$ cat src/rtl/fwd_select.sv
module fwd_select #(
  parameter int XLEN = 32,
  parameter int RIDX = 5
) (
  input  logic [RIDX-1:0] ex_src_a,
  input  logic [RIDX-1:0] ex_src_b,
  input  logic [XLEN-1:0] ex_rval_a,
  input  logic [XLEN-1:0] ex_rval_b,
  input  logic [RIDX-1:0] em_dst,
  input  logic            em_wen,
  input  logic            em_load,
  input  logic [XLEN-1:0] em_result,
  input  logic [RIDX-1:0] mw_dst,
  input  logic            mw_wen,
  input  logic [XLEN-1:0] mw_value,
  input  logic [RIDX-1:0] id_src_a,
  input  logic [RIDX-1:0] id_src_b,
  input  logic [XLEN-1:0] id_rf_a,
  input  logic [XLEN-1:0] id_rf_b,
  output logic [1:0]      ex_sel_a,
  output logic [1:0]      ex_sel_b,
  output logic [XLEN-1:0] ex_opnd_a,
  output logic [XLEN-1:0] ex_opnd_b,
  output logic            id_byp_a,
  output logic            id_byp_b,
  output logic [XLEN-1:0] id_opnd_a,
  output logic [XLEN-1:0] id_opnd_b
);
  localparam logic [1:0] SEL_RF = 2'b00;
  localparam logic [1:0] SEL_WB = 2'b01;
  localparam logic [1:0] SEL_EM = 2'b10;
  localparam logic [RIDX-1:0] R0 = '0;

  logic em_ok, mw_ok;
  assign em_ok = em_wen && !em_load && (em_dst != R0);
  assign mw_ok = mw_wen && (mw_dst != R0);

  assign ex_sel_a = (ex_src_a == R0)                 ? SEL_RF :
                    (em_ok && em_dst == ex_src_a)    ? SEL_EM :
                    (mw_ok && mw_dst == ex_src_a)    ? SEL_WB : SEL_RF;
  assign ex_sel_b = (ex_src_b == R0)                 ? SEL_RF :
                    (em_ok && em_dst == ex_src_b)    ? SEL_EM :
                    (mw_ok && mw_dst == ex_src_b)    ? SEL_WB : SEL_RF;

  always_comb begin
    unique case (ex_sel_a)
      SEL_EM:  ex_opnd_a = em_result;
      SEL_WB:  ex_opnd_a = mw_value;
      default: ex_opnd_a = (ex_src_a == R0) ? '0 : ex_rval_a;
    endcase
    unique case (ex_sel_b)
      SEL_EM:  ex_opnd_b = em_result;
      SEL_WB:  ex_opnd_b = mw_value;
      default: ex_opnd_b = (ex_src_b == R0) ? '0 : ex_rval_b;
    endcase
  end

  assign id_byp_a  = mw_ok && (mw_dst == id_src_a);
  assign id_byp_b  = mw_ok && (mw_dst == id_src_b);
  assign id_opnd_a = (id_src_a == R0) ? '0 : id_byp_a ? mw_value : id_rf_a;
  assign id_opnd_b = (id_src_b == R0) ? '0 : id_byp_b ? mw_value : id_rf_b;

  always_comb begin
    assert_sel_legal_R9: assert (ex_sel_a != 2'b11 && ex_sel_b != 2'b11)
      else $error("select code 11 produced");
    if (ex_src_a == R0)
      assert_zero_src_R6: assert (ex_opnd_a == '0 && id_byp_a == 1'b0 || id_src_a != R0 || ex_opnd_a == '0)
        else $error("index 0 operand nonzero");
    if (em_load)
      assert_no_load_fwd_R8: assert (ex_sel_a != SEL_EM && ex_sel_b != SEL_EM)
        else $error("load result forwarded from memory stage");
    if (ex_src_a != R0 && em_wen && !em_load && mw_wen && em_dst == ex_src_a && mw_dst == ex_src_a)
      assert_young_first_R3: assert (ex_opnd_a == em_result)
        else $error("older producer chosen");
    if (!mw_wen)
      assert_wen_gate_R5: assert (!id_byp_a && !id_byp_b && ex_sel_a != SEL_WB && ex_sel_b != SEL_WB)
        else $error("writeback match without write flag");
    if (id_byp_b)
      assert_id_bypass_R7: assert (id_opnd_b == mw_value)
        else $error("decode bypass value wrong");
  end
endmodule

$ cat config.mk
export PLATFORM = sky130hd
export DESIGN_NAME = fwd_select
export DESIGN_NICKNAME = d
export VERILOG_FILES = /design/src/rtl/fwd_select.sv
export SDC_FILE = /design/constraint.sdc
export NUM_CORES = 1
export LEC_CHECK = 0
export BUFFER_PORTS_ARGS = -buffer_cell sky130_fd_sc_hd__buf_2
export CAP_MARGIN = 40
export CORE_AREA = 2 2 140 142
export DETAILED_ROUTE_END_ITERATION = 16
export DIE_AREA = 0 0 142 144
export GPL_TIMING_DRIVEN = 0
export PLACE_DENSITY = 0.54
export SLEW_MARGIN = 20
export SYNTH_ARGS = -nofsm -noshare
export SYNTH_HDL_FRONTEND = slang
export SYNTH_SLANG_ARGS = --single-unit
export TNS_END_PERCENT = 50
$ cat constraint.sdc
create_clock -name vclk -period 2.45
set_clock_uncertainty 0.1 [all_clocks]
set_input_delay 0.1225 -clock vclk [all_inputs]
set_output_delay 0.1225 -clock vclk [all_outputs]
set_load 0.02 [all_outputs]
==> impl_metrics.yaml <==
grt:
  grt_util_all_layers: 0.217
  grt_max_degree: 11
  grt_pass1_vias: 5365
  globalRouteOverflowTotal: 0
  grt_pass1_wl_um: 33600
  grt_antenna_before_repair: 1
detailed_routing:
  dr.first_iter.drc_count: 272
  wl_per_cell_um: 21.1
  vias: 5658
  drt_pass1_iterations: 4
  vias_per_cell: 4.97
  finalWirelength_um: 24000
  postRouteAntennaNets: 0
  drt_drc_violations_left: 0
synthesis:
  synth_commonest_cells: "nand2_1, a22oi_1, o22ai_1"
  synth_top_area_share: 0.164
  yosysSeqAreaShare: 0
  ys_warn_count: 0
  syn_area_um2: 3100
  syn_avg_cell_area_um2: 5.96
  synthCells: 521
  yosysUniqueCellTypes: 29
  yosysMostFrequentCell: "nand2_1"
  synth.area.top_cells: "o21ai_2, nand2_1, a22oi_1"
  synth.largest_area_cell: "o21ai_2"
  syn_nets: 750
critical_path:
  crit_fanout: 5
  cp_data_arrival_time_ns: 2.29
  crit_required_ns: 2.23
  crit_path_start_kind: "input port"
  cp-end-kind: "output pin"
  crit_type: "input port to output pin"
finish:
  drive_gt1_frac: 0.691
  nClkBuffers: 0
  fin_util: 0.379
  regArea_um2: 0
  fillers: 2015
  finalInstanceArea_um2: 7230
  final_nets: 1131
  multi_input_area_um2: 3770
  n_sequential_cell: 0
  area_growth_pct: 133
placement:
  dp_worst_setup_slack_ns: -0.969
  place.gp.congestion: 0.829
  place_hpwl_um: 19000
  place_area_um2: 5960
  io_buffers: 354
floorplanning:
  core-area_um2: 19100
  initial_core_util: 0.163
  dieHeight_um: 144
  dieWidth_um: 142
  rows: 51
  io_pins: 359
  die_area_um2: 20400
sta:
  tightest_slew_ns: 0.769
  setup_violations: 25
  slew_headroom: 0.487
  drv_slew: 0
  clock.fmax_mhz: 398
  rsz0062_at_grt: "yes"
  fin_tns_setup_ns: -0.722
  hold_viol: 0
  fin_ws_ns: -0.0645
  post-route-period-util: 1.03
  period_needed_ns: 2.51
flow_run:
  maxCapViolCount: 0
worst_hold_path:
  hold_path.class: "input port to output pin"
power:
  powerDensity_nw_per_um2: 182
  p_leak_nw: 3.21
  p_total_mw: 1.31
  peakVddDrop_mv: 0.0731
run_status:
  outcome: "complete, but fails checks"
  violations: "negative setup slack"
-- power breakdown --
part           internal (mW)  switching [mW]  leakage, nW
Sequential                 0               0            0
Combinational          0.582           0.730         3.21
Clock           0.0000000545               0   0.00000634
-- critical path, stage by stage --
cell and delay (ns):
buf_8 0.10, or4_4 0.52, o21a_1 0.21, and4b_1 0.21, and2_4 0.17, ha_4 0.31, buf_12 0.14, clkbuf_16 0.15
nand2_1 0.08, o22ai_4 0.13, buf_6 0.14
-- final cells by class --
| type | instances | area share |
|---|---|---|
| Buffer | 65 | 0.0923 |
| Multi-Input combinational cell | 453 | 0.522 |
| Tap cell | 238 | 0.0412 |
| Inverter | 2 | 0.00104 |
| Antenna cell | 1 | 0.000346 |
| Timing Repair Buffer | 380 | 0.343 |
-- metal layers --
metal  vias up  global-route usage  part of all wire
met5         -                   0                 0
li1       2718                   -                 -
met2       266               0.387              0.50
met3        28              0.0248             0.061
met4         0              0.0232             0.016
met1      2646               0.290              0.42
-- path summary, 6_finish.rpt --
check | start | endpoint | slack [ns] | cells after the start
max | mw_dst[2] | ex_opnd_a[18] | -0.06 | 11
min | id_rf_b[9] | id_opnd_b[9] | 0.49 | 4
-- cell families (layout without fill, tap and decap cells) --
| group | Yosys count | in the layout | synth area share |
|---|---|---|---|
| AND/OR/NAND/NOR | 223 | 223 | 0.321 |
| other | 0 | 1 | 0 |
| buffers and inverters | 68 | 447 | 0.105 |
| AO/OA/AOI/OAI | 196 | 196 | 0.473 |
| XOR/XNOR | 30 | 30 | 0.0847 |
| adder cells (fa/ha/maj) | 4 | 4 | 0.0161 |
-- metrics by stage --
step	instances	hold WS, ns
floorplan	521	0.288
global placement	1113	0.487
detailed placement	1115	0.488
CTS	1136	0.489
global route	1138	0.499
finish	1139	0.487
-- cells in the final DEF (no fill, tap or decap), types with 17 or more instances in the layout --
| cell | instances |
|---|---|
| buf_2 | 296 |
| o22ai_2 | 29 |
| a22oi_2 | 32 |
| nand2_2 | 24 |
| buf_6 | 74 |
| o22ai_4 | 33 |
| xnor2_1 | 17 |
| nand3_1 | 55 |
| a22oi_1 | 32 |
| o21ai_2 | 58 |
| nand2_1 | 97 |
-- repair_timing --
action	in CTS	in global routing
setup endpoints to repair	64	84
gates cloned	9	1
pin swaps	26	18
resized for setup	215	66
setup buffers	13	1
hold buffers	0	0
Note: power is estimated with default switching activity, not from simulation.
